## config.mk

```make
export PLATFORM = sky130hd
export DESIGN_NAME = tw_serial_target
export DESIGN_NICKNAME = d
export VERILOG_FILES = /design/src/rtl/tw_serial_target.sv
export SDC_FILE = /design/constraint.sdc
export NUM_CORES = 1
export LEC_CHECK = 0
export BUFFER_PORTS_ARGS = -buffer_cell sky130_fd_sc_hd__buf_2
export CORE_MARGIN = 2
export CORE_UTILIZATION = 50
export DETAILED_ROUTE_END_ITERATION = 6
export GPL_TIMING_DRIVEN = 0
export PLACE_DENSITY = 0.73
export SETUP_SLACK_MARGIN = 0.15
export SKIP_LAST_GASP = 1
export SLEW_MARGIN = 0
export SYNTH_ARGS = -nofsm -noshare
export SYNTH_HDL_FRONTEND = slang
export SYNTH_SLANG_ARGS = --single-unit
```

## constraint.sdc

```tcl
create_clock -name clk -period 4.7 [get_ports clk]
set_clock_uncertainty 0.1 [all_clocks]
set_input_delay 0.235 -clock clk [delete_from_list [all_inputs] [get_ports clk]]
set_output_delay 0.235 -clock clk [all_outputs]
set_load 0.05 [all_outputs]
```

## src/rtl/tw_serial_target.sv

```systemverilog
module tw_serial_target #(
  parameter int ADDR_W = 3,
  parameter int REG_W = 5,
  parameter int DATA_W = 16,
  parameter logic [ADDR_W-1:0] TARGET_ADDR = 3'd1
) (
  input  logic              clk,
  input  logic              rst_n,
  input  logic              bus_sel_n,
  input  logic              bus_clk,
  input  logic              bus_din,
  output logic              bus_dout,
  output logic              bus_doe,
  output logic [REG_W-1:0]  reg_addr,
  output logic              reg_rd,
  input  logic [DATA_W-1:0] reg_rdata,
  output logic              reg_wr,
  output logic [DATA_W-1:0] reg_wdata
);
  localparam int HDR_W = ADDR_W + 1 + REG_W;
  localparam int SH_W  = (DATA_W > HDR_W) ? DATA_W : HDR_W;
  localparam int CNT_W = $clog2(SH_W);

  logic [1:0] sel_sy, clk_sy, din_sy;
  logic       sel_d, clk_d;

  always_ff @(posedge clk or negedge rst_n)
    if (!rst_n) begin
      sel_sy <= 2'b11;
      clk_sy <= 2'b00;
      din_sy <= 2'b00;
      sel_d  <= 1'b1;
      clk_d  <= 1'b0;
    end else begin
      sel_sy <= {sel_sy[0], bus_sel_n};
      clk_sy <= {clk_sy[0], bus_clk};
      din_sy <= {din_sy[0], bus_din};
      sel_d  <= sel_sy[1];
      clk_d  <= clk_sy[1];
    end

  logic sel_hi, rise, sel_fall, bit_in;
  assign sel_hi   = sel_sy[1];
  assign bit_in   = din_sy[1];
  assign rise     = clk_sy[1] & ~clk_d & ~sel_hi;
  assign sel_fall = ~sel_hi & sel_d;

  logic             in_data, is_rd, hit;
  logic [CNT_W-1:0] cnt;
  logic [SH_W-1:0]  shreg;
  logic [HDR_W-1:0] hdr_next;
  logic [DATA_W-1:0] word_next;
  logic             hdr_hit;

  assign hdr_next  = {shreg[HDR_W-2:0], bit_in};
  assign word_next = {shreg[DATA_W-2:0], bit_in};
  assign hdr_hit   = (hdr_next[HDR_W-1 -: ADDR_W] == TARGET_ADDR);

  always_ff @(posedge clk or negedge rst_n)
    if (!rst_n) begin
      in_data   <= 1'b0;
      is_rd     <= 1'b0;
      hit       <= 1'b0;
      cnt       <= CNT_W'(HDR_W - 1);
      shreg     <= '0;
      reg_addr  <= '0;
      reg_rd    <= 1'b0;
      reg_wr    <= 1'b0;
      reg_wdata <= '0;
      bus_dout  <= 1'b0;
      bus_doe   <= 1'b0;
    end else begin
      reg_rd <= 1'b0;
      reg_wr <= 1'b0;
      if (reg_rd) shreg <= SH_W'(reg_rdata);
      if (sel_hi) begin
        bus_doe  <= 1'b0;
        bus_dout <= 1'b0;
      end
      if (sel_fall) begin
        in_data  <= 1'b0;
        cnt      <= CNT_W'(HDR_W - 1);
        shreg    <= '0;
        bus_doe  <= 1'b0;
        bus_dout <= 1'b0;
      end else if (rise) begin
        if (!in_data) begin
          bus_dout <= 1'b0;
          if (cnt == '0) begin
            in_data <= 1'b1;
            cnt     <= CNT_W'(DATA_W - 1);
            shreg   <= '0;
            is_rd   <= hdr_next[REG_W];
            hit     <= hdr_hit;
            if (hdr_hit) reg_addr <= hdr_next[REG_W-1:0];
            reg_rd  <= hdr_hit & hdr_next[REG_W];
            bus_doe <= hdr_hit & hdr_next[REG_W];
          end else begin
            shreg   <= SH_W'(hdr_next);
            cnt     <= cnt - 1'b1;
            bus_doe <= 1'b0;
          end
        end else begin
          if (is_rd) begin
            bus_dout <= hit & shreg[DATA_W-1];
            shreg    <= {shreg[SH_W-2:0], 1'b0};
          end else begin
            shreg    <= SH_W'(word_next);
          end
          if (cnt == '0) begin
            in_data <= 1'b0;
            cnt     <= CNT_W'(HDR_W - 1);
            if (!is_rd && hit) begin
              reg_wr    <= 1'b1;
              reg_wdata <= word_next;
            end
          end else begin
            cnt <= cnt - 1'b1;
          end
        end
      end
    end
endmodule

```

==> results of run 1 <==
-- power by group through the flow --
| stage | registers [mW] | clock network (mW) | logic [mW] |
|---|---|---|---|
| global route | 0.569 | 0.292 | 0.147 |
| finish | 0.562 | 0.270 | 0.131 |
| detailed placement | 0.571 | 0 | 0.131 |
| CTS | 0.562 | 0.277 | 0.133 |
| global placement | 0.571 | 0 | 0.128 |
| floorplan | 0.577 | 0 | 0.0788 |
-- layout make-up --
type	instances	area, um2
fillers	366	1670
flip-flops and latches	56	1410
multi-input cells	112	862
repair buffers	48	255
clock buffers	6	82.6
well taps	52	65.1
plain buffers	8	40.0
inverters	5	18.8
clock inverters	2	10.0
-- cells by family after synthesis --
kind of cell | count (synthesis) | share of synthesized area
and+or+nand+nor | 43 | 0.111
adders and majority gates | 2 | 0.0108
AOI/OAI and AO/OA | 45 | 0.134
buffers and inverters | 13 | 0.0253
muxes | 22 | 0.115
DFF | 56 | 0.604
-- routing by layer --
layer	up-vias	part of all wire	GRT usage
met4	0	0.014	0.0692
li1	768	-	-
met3	6	0.047	0.0458
met2	43	0.47	0.281
met1	791	0.46	0.267
met5	-	0	0
-- worst max-delay path: stages, from the launching register on --
cell	delay [ns]
dfrtp_1	0.43
inv_1	0.07
ha_1	0.17
or3b_2	0.54
inv_1	0.13
ha_1	0.20
nand4b_4	0.20
buf_6	0.23
mux2_2	0.27
-- registers in the layout (all words and copies together), names as in the netlist, 2 cells and up --
register	cells
sel_sy	2
reg_addr	5
reg_wdata	16
din_sy	2
cnt	4
shreg	16
clk_sy	2
-- metrics by stage --
stage | power [mW] | instance area (um2) | setup slack, ns
after global routing | 1.01 | 2740 | 2.10
after CTS | 0.973 | 2740 | 2.23
after global placement | 0.699 | 2620 | 2.28
final | 0.963 | 2740 | 2.24
after floorplan | 0.656 | 2330 | 2.47
after detailed placement | 0.702 | 2620 | 2.25
-- what timing repair did --
item,4_1_cts,5_1_grt
hold buffers,3,0
gates resized for setup,0,0
endpoints found under the hold margin,3,0
-- synthesized netlist by cell type (2+ instances only) --
cell	number	share of area
dfrtp_1	52	0.56
nand2_1	20	0.032
o21ai_0	20	0.043
mux2_2	17	0.082
a2bb2oi_1	16	0.060
clkbuf_1	5	0.0081
inv_1	5	0.0081
mux2_4	5	0.032
dfstp_2	4	0.045
nand2b_1	4	0.011
nor3_1	3	0.0064
a22o_1	2	0.0075
buf_2	2	0.0043
ha_1	2	0.011
nand3_1	2	0.0043
nor2_1	2	0.0032
-- final timing paths --
check                                endpoint  slack [ns]  cells past startpoint
max in group asynchronous           shreg[14]        3.69                      1
min in group clk                     shreg[6]        0.13                      3
worst max-delay path            reg_wdata[11]        2.24                      8
worst min register to register      clk_sy[1]        0.26                      0
worst max register to register  reg_wdata[11]        2.24                      8
worst min-delay path                 bus_dout        0.07                      1
==> flow_metrics.env, run 1 <==
export IMPL_overflow=0
export IMPL_drv_cap=0
export IMPL_drc_errors=0
export IMPL_numCtsBuffers=5
export IMPL_cts_setup_buffers=0
export IMPL_drive_above_1_share=0.367
export IMPL_cts_max_level=2
export IMPL_period_share=0.523
export IMPL_final_max_slew_viol_count=0
export IMPL_cts_buffer_depth=2
export IMPL_synthArstFlopShare=1.00
export IMPL_critPathArrivalTime_ns=2.56
export IMPL_p_seq_frac=0.583
export IMPL_worstSkewPairLatency_ns=0.32
export IMPL_cp_required_ns=4.80
export IMPL_fin_hold_ws_ns=0.0710
export IMPL_final_common_cell="dfrtp_1"
export IMPL_yosysSeqAreaShare=0.604
export IMPL_critical_path_class="reg -> reg"
export IMPL_fin_tns_setup_ns=0
export IMPL_crit_start="cnt[0]"
export IMPL_die_area_um2=5220
export IMPL_vias=1608
export IMPL_p_leak_nw=1.41
export IMPL_dp_hpwl_um=3100
export IMPL_cp_max_fo=10
export IMPL_synth_edf_count=0
export IMPL_first_iter_violations=109
export IMPL_slew_headroom=0.197
export IMPL_syn_avg_cell_area_um2=12.9
export IMPL_rows=24
export IMPL_diodes=0
export IMPL_tightest_slew_ns=1.20
export IMPL_grt_max_degree=57
export IMPL_switchingPower_uw=260
export IMPL_grt_pass1_vias=1590
export IMPL_syn_area_um2=2330
export IMPL_core_um2=4410
export IMPL_hold_class="in -> async"
export IMPL_status="complete, no violations"
export IMPL_nNetsFinal=259
export IMPL_synth_cell_type_count=36
export IMPL_cts_root_buffer="clkbuf_8"
export IMPL_synth_seq_cells=56
export IMPL_routed_wl_um=4420
export IMPL_reg2reg_from="cnt[0]"
export IMPL_io_pins=46
export IMPL_die_h_um=72.2
export IMPL_post_route_util=0.621
export IMPL_portBuffers=45
export IMPL_place_gp_congestion=0.795
export IMPL_cts_tree="yes"
export IMPL_crit_path_start_kind="flip-flop"
export IMPL_max_clock_freq_ghz=0.407
export IMPL_most_common_layout_cells="52 x dfrtp_1, 47 x buf_2, 20 x o21ai_0, 20 x nand2_1, 17 x mux2_2"
export IMPL_syn_nets=204
export IMPL_grt_usage=0.187
export IMPL_antenna_left=0
export IMPL_areaGrowthSynthToFinish_pct=17.7
export IMPL_antenna_found_initial=0
export IMPL_switching_share=0.270
export IMPL_critPathCaptureType="flip-flop"
export IMPL_grt_first_pass_wirelength_um=7470
export IMPL_setup_viol=0
export IMPL_start_util=0.527
export IMPL_clk_pin_slew_worst_paths_ns=0.09
export IMPL_power_internal_uw=702
export IMPL_synth_ff_type="dfrtp_1"
export IMPL_drt_wirelength_per_cell_um=15.3
export IMPL_fin_cells=289
export IMPL_synth_cells=181
export IMPL_ys_warn_count=0
export IMPL_cts_sinks=56
export IMPL_dr_pass1_iters=4
export IMPL_clkPwrFrac=0.280
export IMPL_viasPerCell=5.56
export IMPL_combPwrFrac=0.136
export IMPL_ir_worst_vdd_mv=0.171
export IMPL_dpl_cell_count=278
export IMPL_power_density_nw_per_um2=351
export IMPL_rsz0062_at_grt="false"
export IMPL_min_period_ns=2.46
export IMPL_die_x_um=72.2
export IMPL_finalHoldViolCount=0
No activity file was read; power rests on OpenSTA's default activity.
==> run 2: changes to the inputs <==
==> constraint.sdc (replaced) <==
create_clock -name clk -period 2.4 [get_ports clk]
set_clock_uncertainty 0.1 [all_clocks]
set_input_delay 0.12 -clock clk [delete_from_list [all_inputs] [get_ports clk]]
set_output_delay 0.12 -clock clk [all_outputs]
set_load 0.05 [all_outputs]
==> run 2 against run 1 <==
Net effect:
- worst setup slack worse by 2.0 ns
- sequential share of layout area down 1.3 points
- final area up 2.5%
- total power up 100%
- wire length up 3.5%
- cell count up 2.8%
- sequential power up 96%
- register-to-register slack worse by 2.0 ns
- utilization up 1.6 points
- via count up 1.8%
==> flow_metrics.env, run 2 (synthesized netlist as in run 1, its figures left out) <==
export IMPL_grt_max_degree=57
export IMPL_ir_worst_vdd_mv=0.337
export IMPL_final_seq_area_um2=1410
export IMPL_p_leak_nw=1.45
export IMPL_timing_hold_worst_endpoint="shreg[6]"
export IMPL_worstSkewPairLatency_ns=0.31
export IMPL_drc_errors=0
export IMPL_reg2reg_from="cnt[0]"
export IMPL_first_iter_violations=128
export IMPL_total_power_mw=1.92
export IMPL_viasPerCell=5.51
export IMPL_place_ws_ns=-0.0529
export IMPL_slew_headroom=0.175
export IMPL_r2r_end="reg_wdata[11]"
export IMPL_drv_cap=0
export IMPL_final_common_cell="dfrtp_1"
export IMPL_reg2reg_setup_slack_ns=0.23
export IMPL_rsz0062_at_grt="false"
export IMPL_dp_hpwl_um=3100
export IMPL_setup_viol=0
export IMPL_timing_final_ws_setup_ns=0.233
export IMPL_hold_class="in -> reg"
export IMPL_grt_pass1_vias=1598
export IMPL_fin_hold_ws_ns=0.0138
export IMPL_grt_first_pass_wirelength_um=7590
export IMPL_clk_pin_slew_worst_paths_ns=0.10
export IMPL_drive_above_1_share=0.388
export IMPL_routed_wl_um=4570
export IMPL_rows=24
export IMPL_post_route_util=0.636
export IMPL_die_x_um=72.2
export IMPL_min_period_ns=2.17
export IMPL_cts_tree="yes"
export IMPL_max_clock_freq_ghz=0.462
export IMPL_vias=1637
export IMPL_top_regs="reg_wdata: 16 flops, shreg: 16 flops, reg_addr: 5 flops"
export IMPL_portBuffers=45
export IMPL_cts_buffer_depth=2
export IMPL_period_share=0.903
export IMPL_place_gp_congestion=0.795
export IMPL_drt_wirelength_per_cell_um=15.4
export IMPL_critical_path_class="reg -> reg"
export IMPL_cts_root_buffer="clkbuf_8"
export IMPL_crit_path_start_kind="flip-flop"
export IMPL_core_um2=4410
export IMPL_most_common_layout_cells="52 x dfrtp_1, 47 x buf_2, 20 x o21ai_0, 20 x nand2_1, 17 x mux2_2"
export IMPL_overflow=0
export IMPL_numCtsBuffers=5
export IMPL_r2r_cells=8
export IMPL_nNetsFinal=267
export IMPL_dpl_cell_count=278
export IMPL_hp_start="reg_rdata[6]"
export IMPL_cts_max_level=2
export IMPL_critPathArrivalTime_ns=2.27
export IMPL_cts_sinks=56
export IMPL_final_max_slew_viol_count=0
export IMPL_hold_depth=3
export IMPL_die_area_um2=5220
export IMPL_finalHoldViolCount=0
export IMPL_multiInputGateArea_um2=865
export IMPL_diodes=0
export IMPL_io_pins=46
export IMPL_cp_max_fo=10
export IMPL_status="complete, no violations"
export IMPL_fill_cells=357
export IMPL_die_h_um=72.2
export IMPL_power_density_nw_per_um2=685
export IMPL_cp_required_ns=2.50
export IMPL_areaGrowthSynthToFinish_pct=20.7
export IMPL_antenna_found_initial=0
export IMPL_dr_pass1_iters=4
export IMPL_fin_cells=297
export IMPL_critPathCaptureType="flip-flop"
export IMPL_antenna_left=0
export IMPL_grt_usage=0.191
export IMPL_tightest_slew_ns=1.24
export IMPL_start_util=0.527
## run 2: worst max path at each step
stage	to	depth (start not counted)	slack, ns	startpoint
final	reg_wdata[11]	8	0.23	cnt[0]
after global routing	reg_wdata[11]	8	0.12	cnt[0]
after CTS	reg_wdata[11]	8	0.16	cnt[0]
after detailed placement	reg_wdata[11]	8	-0.05	cnt[0]
after global placement	reg_wdata[14]	8	-0.02	cnt[0]
after floorplan	reg_wdata[0]	8	0.17	cnt[0]
## run 2: layout make-up
cell class / count / share of cell area
sequential: 56 / 0.501
multi-input combinational: 112 / 0.308
timing repair buffer: 56 / 0.113
clock buffer: 6 / 0.0294
tap: 52 / 0.0232
buffer: 8 / 0.0156
inverter: 5 / 0.00668
clock inverter: 2 / 0.00356
## run 2: repair_timing
item,CTS,global route
hold endpoints to repair,23,0
setup endpoints to repair,16,16
buffers inserted,2,5
gates cloned,0,0
resized for setup,2,1
pin swaps,0,1
hold buffers,4,0
## run 2: per-layer routing
metal	global-route usage	share of wire	wire length (um)
met5	0	0	0
met4	0.0692	0.013	58
met1	0.270	0.47	2150
met3	0.0458	0.038	173
met2	0.288	0.48	2190
## run 2: metrics by stage
step,TNS [ns],instance area (um2)
floorplan,0,2330
detailed placement,-0.451,2620
finish,0,2810
CTS,0,2770
global route,0,2810
global placement,-0.213,2620
## run 2: report_power, final
part / switching [mW] / total, mW / internal [mW] / leakage (nW)
Sequential: 0.0731 / 1.10 / 1.03 / 0.724
Clock: 0.299 / 0.530 / 0.231 / 0.0510
Combinational: 0.151 / 0.296 / 0.145 / 0.676
Total: 0.523 / 1.92 / 1.40 / 1.45
## run 2: critical path, cell delays in order, from the launching register on
cell and delay, ns:
dfrtp_1 0.41, inv_1 0.07, ha_1 0.19, or3b_4 0.42, inv_2 0.08, ha_1 0.18
nand4b_4 0.14, buf_8 0.19, mux2_2 0.27
